$ cat config.mk
export PLATFORM = sky130hd
export DESIGN_NAME = serial_bus_bridge
export DESIGN_NICKNAME = d
export VERILOG_FILES = /design/src/rtl/ssb_pkg.sv /design/src/rtl/ssb_ctrl.sv /design/src/rtl/ssb_datapath.sv /design/src/rtl/serial_bus_bridge.sv
export SDC_FILE = /design/constraint.sdc
export NUM_CORES = 1
export LEC_CHECK = 0
export ABC_AREA = 1
export CAP_MARGIN = 15
export CORE_UTILIZATION = 41
export DETAILED_ROUTE_END_ITERATION = 7
export PLACE_DENSITY_LB_ADDON = 0.12
export SYNTH_ARGS = -nofsm -noshare
export SYNTH_HDL_FRONTEND = slang
export SYNTH_SLANG_ARGS = --single-unit
export TNS_END_PERCENT = 20
$ cat constraint.sdc
create_clock -name clk -period 1 [get_ports clk]
set_input_delay 0.1 -clock clk [delete_from_list [all_inputs] [get_ports clk]]
set_output_delay 0.1 -clock clk [all_outputs]
set_load 0.005 [all_outputs]
$ cat src/rtl/ssb_pkg.sv
package ssb_pkg;
  // strobes from control to datapath, one per clock
  typedef struct packed {
    logic startDet;  // idle line seen low: open frame, send start bit
    logic shift;     // advance the command/data chain by one bit
    logic load;      // delayed parallel capture into the data register
  } ctrlStrobes_t;
endpackage

$ cat src/rtl/ssb_ctrl.sv
module ssb_ctrl
  import ssb_pkg::*;
#(
  parameter int DATA_W = 8
) (
  input  logic         clk,
  input  logic         rstN,
  input  logic         serIn,
  input  logic         cmdStrobe,
  output ctrlStrobes_t strobes,
  output logic         active,
  output logic         frameDone
);
  localparam int CNT_W = (DATA_W > 1) ? $clog2(DATA_W) : 1;
  localparam logic [CNT_W-1:0] LAST = CNT_W'(DATA_W - 1);

  logic [CNT_W-1:0] bitCnt;
  logic             strobeQ;
  logic             loadPulse;

  always_comb begin
    strobes.startDet = !active && !serIn;
    strobes.shift    = active;
    strobes.load     = loadPulse;
  end

  // frame sequencing: start flag, bit counter, terminal count
  always_ff @(posedge clk or negedge rstN) begin
    if (!rstN) begin
      active    <= 1'b0;
      bitCnt    <= '0;
      frameDone <= 1'b0;
    end else begin
      frameDone <= 1'b0;
      if (strobes.startDet) begin
        active <= 1'b1;
        bitCnt <= '0;
      end else if (active) begin
        if (bitCnt == LAST) begin
          active    <= 1'b0;
          bitCnt    <= '0;
          frameDone <= 1'b1;
        end else begin
          bitCnt <= bitCnt + 1'b1;
        end
      end
    end
  end

  // strobe edge detect, then one clock of delay before the capture
  always_ff @(posedge clk or negedge rstN) begin
    if (!rstN) begin
      strobeQ   <= 1'b0;
      loadPulse <= 1'b0;
    end else begin
      strobeQ   <= cmdStrobe;
      loadPulse <= cmdStrobe && !strobeQ;
    end
  end

  p_done_pulse_r3: assert property (@(posedge clk) disable iff (!rstN)
    frameDone |=> !frameDone);
  p_done_idle_r3: assert property (@(posedge clk) disable iff (!rstN)
    frameDone |-> !active);
  p_start_from_low_r2: assert property (@(posedge clk) disable iff (!rstN)
    $rose(active) |-> !$past(serIn));
  p_load_single_r8: assert property (@(posedge clk) disable iff (!rstN)
    loadPulse |=> !loadPulse);
endmodule

$ cat src/rtl/ssb_datapath.sv
module ssb_datapath
  import ssb_pkg::*;
#(
  parameter int DATA_W = 8
) (
  input  logic              clk,
  input  logic              rstN,
  input  logic              serIn,
  input  ctrlStrobes_t      strobes,
  input  logic [DATA_W-1:0] parIn,
  output logic [DATA_W-1:0] cmdReg,
  output logic [DATA_W-1:0] dataReg,
  output logic              serOut
);
  // line driver: start bit, then data tail bits, otherwise high
  always_ff @(posedge clk or negedge rstN) begin
    if (!rstN) begin
      serOut <= 1'b1;
    end else if (strobes.startDet) begin
      serOut <= 1'b0;
    end else if (strobes.shift) begin
      serOut <= dataReg[0];
    end else begin
      serOut <= 1'b1;
    end
  end

  // head of chain: command register, fed LSB first from the line
  always_ff @(posedge clk or negedge rstN) begin
    if (!rstN) begin
      cmdReg <= '0;
    end else if (strobes.shift) begin
      cmdReg <= {serIn, cmdReg[DATA_W-1:1]};
    end
  end

  // tail of chain: data register, parallel capture wins over shift
  always_ff @(posedge clk or negedge rstN) begin
    if (!rstN) begin
      dataReg <= '0;
    end else if (strobes.load) begin
      dataReg <= parIn;
    end else if (strobes.shift) begin
      dataReg <= {cmdReg[0], dataReg[DATA_W-1:1]};
    end
  end

  p_load_wins_r9: assert property (@(posedge clk) disable iff (!rstN)
    strobes.load |=> dataReg == $past(parIn));
  p_shift_in_r5: assert property (@(posedge clk) disable iff (!rstN)
    strobes.shift |=> cmdReg[DATA_W-1] == $past(serIn));
  p_idle_high_r4: assert property (@(posedge clk) disable iff (!rstN)
    (!strobes.shift && !strobes.startDet) |=> serOut);
endmodule

$ cat src/rtl/serial_bus_bridge.sv
module serial_bus_bridge
  import ssb_pkg::*;
#(
  parameter int DATA_W  = 8,
  parameter int DIR_BIT = 0
) (
  input  logic              clk,
  input  logic              rstN,
  input  logic              serIn,
  output logic              serOut,
  input  logic              cmdStrobe,
  input  logic [DATA_W-1:0] parIn,
  output logic [DATA_W-1:0] parOut,
  output logic              parOutEn,
  output logic [DATA_W-1:0] cmdByte,
  output logic              frameDone
);
  ctrlStrobes_t strobes;
  logic         active;

  ssb_ctrl #(.DATA_W(DATA_W)) u_ctrl (
    .clk       (clk),
    .rstN      (rstN),
    .serIn     (serIn),
    .cmdStrobe (cmdStrobe),
    .strobes   (strobes),
    .active    (active),
    .frameDone (frameDone)
  );

  ssb_datapath #(.DATA_W(DATA_W)) u_dp (
    .clk     (clk),
    .rstN    (rstN),
    .serIn   (serIn),
    .strobes (strobes),
    .parIn   (parIn),
    .cmdReg  (cmdByte),
    .dataReg (parOut),
    .serOut  (serOut)
  );

  assign parOutEn = cmdByte[DIR_BIT];

  p_start_echo_r2: assert property (@(posedge clk) disable iff (!rstN)
    $rose(active) |-> !serOut);
endmodule

Word level (Yosys, flattened, before mapping)
Index checks and enable logic that the tools add are counted.
{"block": "word_totals", "reg_bits": 24, "out_inout_bits": 19}
{"block": "classes", "n_addsub": 1, "n_eq_ne": 1, "n_mux": 13, "reduce_logical": 7}
{"op": "$mux 8", "n": 2}
{"op": "$mux 3", "n": 3}
{"op": "$mux 1", "n": 8}
{"op": "$reduce_bool 2->1", "n": 2}
{"op": "$add 3x1->3 const B", "n": 1}
{"op": "$eq 3x3->1 const B", "n": 1}
{"op": "$logic_not 1->1", "n": 3}
{"op": "$logic_and 1x1->1", "n": 2}

Logic depth before layout (Yosys ltp)
Gate-level depths: netlist of the first run.
{"block": "depth", "depth_word": 4, "mapped_depth": 6}

Hierarchy
From an unflattened synthesis of the first run, not the netlist that was laid out.
{"block": "unflattened", "cells_unflattened": 129, "hier_area_um2": 1072.3}
{"module": "ssb_datapath", "n_inst": 1, "cells_each": 96, "area_per_inst_um2": 755.7}
{"module": "ssb_ctrl", "n_inst": 1, "cells_each": 32, "area_per_inst_um2": 309.0}
{"module": "serial_bus_bridge", "n_inst": 1, "cells_each": 1, "area_per_inst_um2": 7.5}

Worst setup path before layout of the first run
Ideal clock, no wire load.
{"block": "synth_timing", "path_type": "flip-flop to flip-flop", "startpoint": "reg u_ctrl.bitCnt[0]", "endpoint": "reg u_ctrl.bitCnt[2]", "setup_time_ps": 117, "t_arrival_ps": 904, "required_ps": 883, "path_slack_ps": -21, "path_stages_with_launch": 5, "n_path_buf": 0, "synth_period_minus_slack_ps": 1021, "cell_sequence": "dfrtp_1 ha_1 ha_1 nand2_1 nand2_1"}
{"block": "synth_between", "elab_chain_cells": 4}
{"element": "from (decl)", "line": "ssb_ctrl.sv:17", "rtl": "logic [CNT_W-1:0] bitCnt;"}
{"element": "from (signal assigned)", "line": "ssb_ctrl.sv:44", "rtl": "bitCnt <= bitCnt + 1'b1;"}
{"element": "$add 3x1->3 or $eq 3x3->1 (tied branches)", "line": "ssb_ctrl.sv:44, ssb_ctrl.sv:39"}
{"element": "$mux 3 (*)", "line": "ssb_ctrl.sv:39", "rtl": "if (bitCnt == LAST) begin"}
{"element": "$mux 3 (*)", "line": "ssb_ctrl.sv:38", "rtl": "end else if (active) begin"}
{"element": "$mux 3 (*)", "line": "ssb_ctrl.sv:35", "rtl": "if (strobes.startDet) begin"}
Every way passes the cells marked *; elsewhere a longest branch is shown, timed or not. The select of a mux whose other input is x is not followed.
A chain may end at the register's enable or synchronous reset.

Worst setup path in the final report of the first run
{"block": "layout_timing", "startpoint": "reg u_ctrl.bitCnt[0]", "endpoint": "reg u_ctrl.bitCnt[0]"}
Same word-level chain as after synthesis.

==> results of run 1 <==
==> routing by layer <==
metal	up-vias	routed length, um	track usage [%]
li1	476	-	-
met1	436	1070	24.1
met2	24	1040	31.8
met3	4	110	3.48
met4	0	31	7.89
met5	-	0	0
==> sequential cells by signal, summed over array words and instances, names as in the netlist <==
register and cells:
u_dp.dataReg 8, u_ctrl.loadPulse 1, u_ctrl.active 1, u_dp.cmdReg 8, u_dp.serOut 1, u_ctrl.strobeQ 1, u_ctrl.frameDone 1, u_ctrl.bitCnt 3
==> kinds of logic after synthesis <==
| group | Yosys count | share of synthesized area, % |
|---|---|---|
| buffers and inverters | 11 | 6.18 |
| flip-flops | 24 | 58.3 |
| AND/OR/NAND/NOR | 82 | 30.8 |
| adder cells (fa/ha/maj) | 2 | 2.42 |
| AO/OA/AOI/OAI | 4 | 2.30 |
==> how the worst max path moves through the flow <==
stage / slack [ps] / cells past startpoint / endpoint
after detailed placement: -80 / 1 / serOut
after floorplan: 4 / 4 / u_ctrl.bitCnt[2]
after global placement: -80 / 1 / serOut
final: -50 / 5 / u_ctrl.bitCnt[0]
after global routing: -100 / 5 / u_ctrl.bitCnt[0]
after CTS: -60 / 5 / u_ctrl.bitCnt[0]
==> metrics by stage <==
stage,utilization [%],power [mW],instances
2_1_floorplan,-,2.65,123
3_3_place_gp,62.5,3.68,189
3_5_place_dp,62.5,3.74,189
4_1_cts,67.3,4.43,204
5_1_grt,64.8,4.68,204
6_report,64.8,4.32,204
==> worst max-delay path: stages (launching register included) <==
cell	delay, ps
dfrtp_1	410
ha_2	190
ha_4	160
nor2_2	70
nand2_1	70
o21ai_2	70
==> synthesized netlist by cell type, drive strengths merged <==
| cell type | n | area share [%] |
|---|---|---|
| inv | 7 | 2.5 |
| dfstp | 1 | 2.5 |
| buf | 4 | 3.6 |
| nand2 | 77 | 28 |
| dfrtp | 23 | 56 |
| o21ai | 3 | 1.5 |
| nand3 | 2 | 0.97 |
| nor2 | 3 | 1.8 |
| a21oi | 1 | 0.85 |
| ha | 2 | 2.4 |
==> final cells by class <==
cell class / instances / area, um2
timing repair buffer: 53 / 397
fill: 204 / 810
clock buffer: 4 / 36.3
multi-input combinational: 88 / 390
tap: 28 / 35.0
sequential: 24 / 603
inverter: 7 / 26.3
==> what timing repair did <==
action                                  in CTS  in global routing
endpoints found under the setup margin      31                 21
gates resized for setup                     58                 15
cloned                                       0                  0
pin swaps                                    4                  2
buffers inserted                            11                  0
==> power breakdown <==
group / total (mW) / switching (mW) / internal [mW]
sequential: 1.67 / 0.252 / 1.42
clock: 0.505 / 0.282 / 0.223
combinational: 2.14 / 1.04 / 1.11
==> results.cfg, run 1 <==
[timing]
rsz0062_at_grt = yes
min_period_ps = 1050
setup_viol = 4
slew_viol_final = 0
clock.fmax_ghz = 0.951
fin_ws_ps = -51.6
whs_ps = 118
fin_worst_skew_ps = 0.625
hold_viol_final = 0
final.period_utilization_pct = 105
worst_pin_slew_ps = 234
slew_headroom_pct = 84.4
tns_ps = -128

[cells_and_area]
final_cell_mix = 76 x nand2_1, 22 x buf_4, 22 x dfrtp_1
final_common_cell = nand2_1
drive_above_1_share_pct = 33.5
areaGrowthSynthToFinish_pct = 44.1
finalNetCount = 191
antennaDiodeCount = 0
stdcell_area_mm2 = 0.00149

[drt]
vias = 940
first_pass_iters = 4
drc = 0
routed_wl_um = 2250
antenna_left = 0
routed_via_density = 4.61
dr.first_iter.drc_count = 15
wl_per_cell_um = 11.0

[clock_tree]
cts_hold_buf = 0
worstSkewPairLatency_ps = 310
cts_buffers = 3
cts.sinks = 24
clk_pin_slew_ps = 120
htreeDepth = 1
tritoncts = yes
cts_buffer_depth = 2
root_buffer = clkbuf_4

[synth]
ys_types = 13
avgSynthCellArea_um2 = 8.39
syn_inst = 123
yosysWarningCount = 0
ys_seq_elements = 24
ys_seq_area_share_pct = 58.3
synth_nets = 137
synth_area_mm2 = 0.00103

[floorplan]
initial_core_util_pct = 44.9
std_cell_rows = 17
die_y_um = 52.2
fp.dieW_um = 52.2
io_pins = 31
dieArea_mm2 = 0.00272
core_area_mm2 = 0.00230

[setup_path]
worstRegToRegCells = 5
reg2reg_to = u_ctrl.bitCnt[0]
arrival_ps = 1290
cp-end-kind = flip-flop
critPathKind = reg2reg
startpoint_type = flip-flop
r2r-start = u_ctrl.bitCnt[0]
startpoint = u_ctrl.bitCnt[0]
r2r_slack_ps = -50
cp_max_fo = 2
crit_required_ps = 1240

[placed_design]
port-buffer-count = 30
dpl_cell_area_mm2 = 0.00144
post-place-ws_ps = -76.6
hpwl_um = 1500
gp_congestion = 0.761

[global_route]
grt_pass1_wl_um = 3740
grt-ovfl-total = 0
grt_pass1_vias = 895
grt_usage_pct = 19.0
antenna_found_initial = 0
grt_max_degree = 25

[power]
vdd_ir_drop_max_v = 0.00168
p_leak_nw = 0.837
powerDensity_mw_per_mm2 = 2900

[outcome]
status = finished, violations left
violations = setup timing

[run]
drv_cap = 0

[worst_hold_path]
min_path_type = in2async
Note: power is estimated with default switching activity, not from simulation.
==> run 2: changes to the inputs <==
==> constraint.sdc (replaced) <==
create_clock -name clk -period 1 [get_ports clk]
set_input_delay 0.15 -clock clk [delete_from_list [all_inputs] [get_ports clk]]
set_output_delay 0.15 -clock clk [all_outputs]
set_load 0.005 [all_outputs]
==> run 2 against run 1 <==
Against the previous run:
- the flow still finishes with violations (setup timing)
- hold slack gained 60 ps
- register-to-register slack barely moved
- clock skew increased by 2.2 ps
- fmax fell by 3.3%
- die area stayed put
- sequential share of layout area decreased by 1.0 points
- design area is 2.6% higher
- utilization up 1.7 points
- non-clock buffer count increased by 3
- via count decreased by 0.74%
- critical path depth fell by 3
- worst setup slack worse by 36 ps
==> results.cfg, run 2 (synthesized netlist as in run 1, its figures left out) <==
[drt]
wl_per_cell_um = 10.4
drc = 0
dr.first_iter.drc_count = 15
routed_via_density = 4.51
vias = 933
routed_wl_um = 2150
first_pass_iters = 4
antenna_left = 0

[timing]
hold_viol_final = 0
clock.fmax_ghz = 0.920
fin_ws_ps = -87.3
slew_viol_final = 0
fin_worst_skew_ps = 2.87
final.period_utilization_pct = 109
tns_ps = -313
min_period_ps = 1090
worst_pin_slew_ps = 220
slew_headroom_pct = 85.3
setup_viol = 5
rsz0062_at_grt = yes

[worst_hold_path]
min_path_type = in2async

[floorplan]
std_cell_rows = 17
initial_core_util_pct = 44.9
io_pins = 31
fp.dieW_um = 52.2
core_area_mm2 = 0.00230
dieArea_mm2 = 0.00272
die_y_um = 52.2

[setup_path]
arrival_ps = 940
critPathKind = reg2out
crit_required_ps = 850
cpMostUsedCell = buf_6
cp_slowest_cell = dfrtp_1
critPathMaxStageDelay_ps = 410
cp_max_fo = 2
cp-end-kind = primary output
crit_path_cell_trace = buf_6 > buf_6
startpoint_type = flip-flop
worstRegToRegCells = 5

[clock_tree]
cts.sinks = 24
cts_buffer_depth = 2
worstSkewPairLatency_ps = 300
root_buffer = clkbuf_4
htreeDepth = 1
cts_buffers = 3
tritoncts = yes
clk_pin_slew_ps = 130

[outcome]
status = finished, violations left
violations = setup timing

[run]
drv_cap = 0

[global_route]
grt-ovfl-total = 0
antenna_found_initial = 0
grt_usage_pct = 18.6
grt_max_degree = 25
grt_pass1_wl_um = 3670
grt_pass1_vias = 901

[cells_and_area]
final_common_cell = nand2_1
final_util_pct = 66.4
top_regs = u_dp.cmdReg: 8 flops, u_dp.dataReg: 8 flops, u_ctrl.bitCnt: 3 flops
final_cell_mix = 76 x nand2_1, 23 x buf_4, 22 x dfrtp_1
areaGrowthSynthToFinish_pct = 47.9
drive_above_1_share_pct = 33.5
finalNetCount = 194
antennaDiodeCount = 0

[power]
powerDensity_mw_per_mm2 = 2890
p_total_mw = 4.42
p_leak_nw = 0.855
vdd_ir_drop_max_v = 0.00183

[placed_design]
hpwl_um = 1500
port-buffer-count = 30
post-place-ws_ps = -126
gp_congestion = 0.777
-- run 2: repair_timing --
| item | in CTS | in global routing |
|---|---|---|
| setup buffers | 5 | 1 |
| setup endpoints to repair | 23 | 29 |
| resized for setup | 54 | 18 |
| hold buffers | 0 | 0 |
| gates cloned | 0 | 0 |
| pin swaps | 2 | 0 |
-- run 2: layout make-up --
cell class / count / area [um2]
Clock buffer: 4 / 36.3
Sequential cell: 24 / 603
Multi-Input combinational cell: 88 / 388
Tap cell: 28 / 35.0
Fill cell: 214 / 771
Inverter: 7 / 26.3
Timing Repair Buffer: 56 / 438
-- run 2: path summary, 6_finish.rpt --
path                                  start               end  slack [ps]
max reg2reg                u_ctrl.bitCnt[0]  u_ctrl.bitCnt[0]         -50
min in group clk                  cmdStrobe    u_ctrl.strobeQ         300
min                                    rstN   u_dp.dataReg[4]         180
max in group asynchronous              rstN       u_dp.serOut         600
min reg2reg                  u_ctrl.strobeQ  u_ctrl.loadPulse         420
max                          u_dp.cmdReg[0]        cmdByte[0]         -90
-- run 2: layer usage --
metal / GRT usage, % / wire length [um] / vias to the layer above
met3: 3.48 / 100 / 2
met4: 5.26 / 14 / 0
met1: 24.0 / 995 / 430
met2: 31.8 / 1030 / 20
met5: 0 / 0 / -
li1: - / - / 481
-- run 2: power by group --
group / internal [mW] / switching [mW]
combinational: 1.21 / 1.02
clock: 0.222 / 0.277
sequential: 1.42 / 0.270
total: 2.85 / 1.57
-- run 2: worst max-delay path, delay by kind of cell (launching register included) --
family                 cells  cell delay [ps]
buffers and inverters      2              220
DFF                        1              410
-- run 2: per-stage QoR --
stage	cell area [um2]	cells	hold WS, ps
3_5_place_dp	1500	197	392
2_1_floorplan	1030	123	-146
3_3_place_gp	1500	197	391
6_report	1530	207	178
4_1_cts	1570	206	180
5_1_grt	1530	207	174
==> run 3: changes to the inputs <==
Settings changed: GPL_TIMING_DRIVEN from default to 0.
==> run 3 against run 2 <==
Against the previous run:
- the run still ends with setup timing left
- clock power grew 41%
- worst setup slack lost 23 ps
- utilization shrank 0.82 points
- wire length grew 8.4%
- sequential power is essentially flat
- critical path type unchanged
==> results.cfg, run 3 (synthesized netlist as in run 1, its figures left out) <==
[floorplan]
std_cell_rows = 17
initial_core_util_pct = 44.9
die_y_um = 52.2
dieArea_mm2 = 0.00272
fp.dieW_um = 52.2
core_area_mm2 = 0.00230
io_pins = 31

[timing]
final.period_utilization_pct = 111
fin_worst_skew_ps = 14.6
clock.fmax_ghz = 0.901
hold_viol_final = 0
fin_ws_ps = -110
worst_pin_slew_ps = 1020
setup_viol = 16
rsz0062_at_grt = yes
min_period_ps = 1110
slew_viol_final = 0
slew_headroom_pct = 31.7

[drt]
routed_via_density = 4.66
routed_wl_um = 2330
drc = 0
dr.first_iter.drc_count = 17
first_pass_iters = 4
antenna_left = 0
wl_per_cell_um = 11.5
vias = 942

[placed_design]
post-place-ws_ps = -475
hpwl_um = 1470
port-buffer-count = 30
gp_congestion = 0.740

[global_route]
grt_usage_pct = 19.5
grt_pass1_wl_um = 3760
antenna_found_initial = 0
grt_max_degree = 25
grt-ovfl-total = 0
grt_pass1_vias = 849

[setup_path]
crit_path_cell_trace = buf_6
cp_slowest_cell = dfstp_2
cp-end-kind = primary output
critPathKind = reg2out
critPathMaxStageDelay_ps = 550
cp_max_fo = 1
crit_required_ps = 850
startpoint_type = flip-flop
arrival_ps = 960
critPathBufInv = 1
critPathTopFamily = flip-flops

[power]
p_leak_nw = 0.838
powerDensity_mw_per_mm2 = 3050
vdd_ir_drop_max_v = 0.00175

[clock_tree]
tritoncts = yes
worstSkewPairLatency_ps = 330
htreeDepth = 1
root_buffer = clkbuf_4
clk_pin_slew_ps = 140
cts.sinks = 24
cts_buffers = 3
cts_buffer_depth = 2
cts_hold_buf = 0

[worst_hold_path]
min_path_type = in2async

[cells_and_area]
top_regs = u_dp.cmdReg: 8 flops, u_dp.dataReg: 8 flops, u_ctrl.bitCnt: 3 flops
drive_above_1_share_pct = 32.2
final_common_cell = nand2_1
final_util_pct = 65.6
antennaDiodeCount = 0
areaGrowthSynthToFinish_pct = 46.1
final_cell_mix = 75 x nand2_1, 22 x dfrtp_1, 17 x buf_4
multi_input_area_um2 = 387
num-fill-cells = 205
seq_area_um2 = 603
finalNetCount = 189

[outcome]
violations = setup timing
status = finished, violations left

[run]
drv_cap = 0
==> run 3: power breakdown <==
part / switching [mW] / internal [mW] / total (mW)
combinational: 1.02 / 1.15 / 2.17
sequential: 0.294 / 1.42 / 1.72
clock: 0.297 / 0.406 / 0.703
total: 1.61 / 2.98 / 4.59
==> run 3: per-layer routing <==
layer	routed length (um)	vias to the layer above	share of wire, %	track usage (%)
met5	0	-	0	0
met1	1080	434	46	23.3
li1	-	470	-	-
met2	1070	31	46	32.1
met3	111	7	4.8	3.77
met4	63	0	2.7	12.7
==> run 3: timing repair <==
action / in CTS / in global routing
cloned: 0 / 0
resized for setup: 69 / 11
setup endpoints to repair: 54 / 30
buffers inserted: 12 / 5
pin swaps: 6 / 1
==> run 3: worst paths after layout <==
check,slack (ps),start,to,depth (start not counted)
setup / recovery,-110,u_dp.serOut,serOut,1
hold reg to reg,400,u_ctrl.strobeQ,u_ctrl.loadPulse,1
setup reg to reg,-60,u_ctrl.bitCnt[0],u_ctrl.bitCnt[0],5
hold / removal,100,rstN,u_dp.dataReg[2],1
max in group asynchronous,230,rstN,u_ctrl.active,1
min in group clk,290,cmdStrobe,u_ctrl.strobeQ,1
==> run 3: area by class of cell <==
cell class	count	share of cell area [%]
sequential	24	40.0
multi-input combinational	88	25.6
timing repair buffer	47	23.7
buffer	4	2.74
tap	28	2.32
inverter	7	2.16
clock inverter	1	1.99
clock buffer	3	1.49
==> run 3: through the flow <==
| step | TNS [ps] | power, mW | instances | hold slack [ps] | cell area (um2) |
|---|---|---|---|---|---|
| 6_report | -491 | 4.59 | 202 | 96.3 | 1510 |
| 5_1_grt | -1730 | 4.93 | 202 | 170 | 1510 |
| 4_1_cts | -1990 | 4.58 | 197 | 131 | 1490 |
| 3_5_place_dp | -12480 | 3.66 | 181 | 390 | 1370 |
| 3_3_place_gp | -12050 | 3.58 | 181 | 381 | 1370 |
| 2_1_floorplan | 0 | 2.65 | 123 | -146 | 1030 |
==> run 3: worst reg2reg max path: stages, from the launching register on <==
cell     delay, ps
dfrtp_1        420
ha_2           200
ha_4           160
nor2_1          90
nand2_1         50
o21ai_1         80
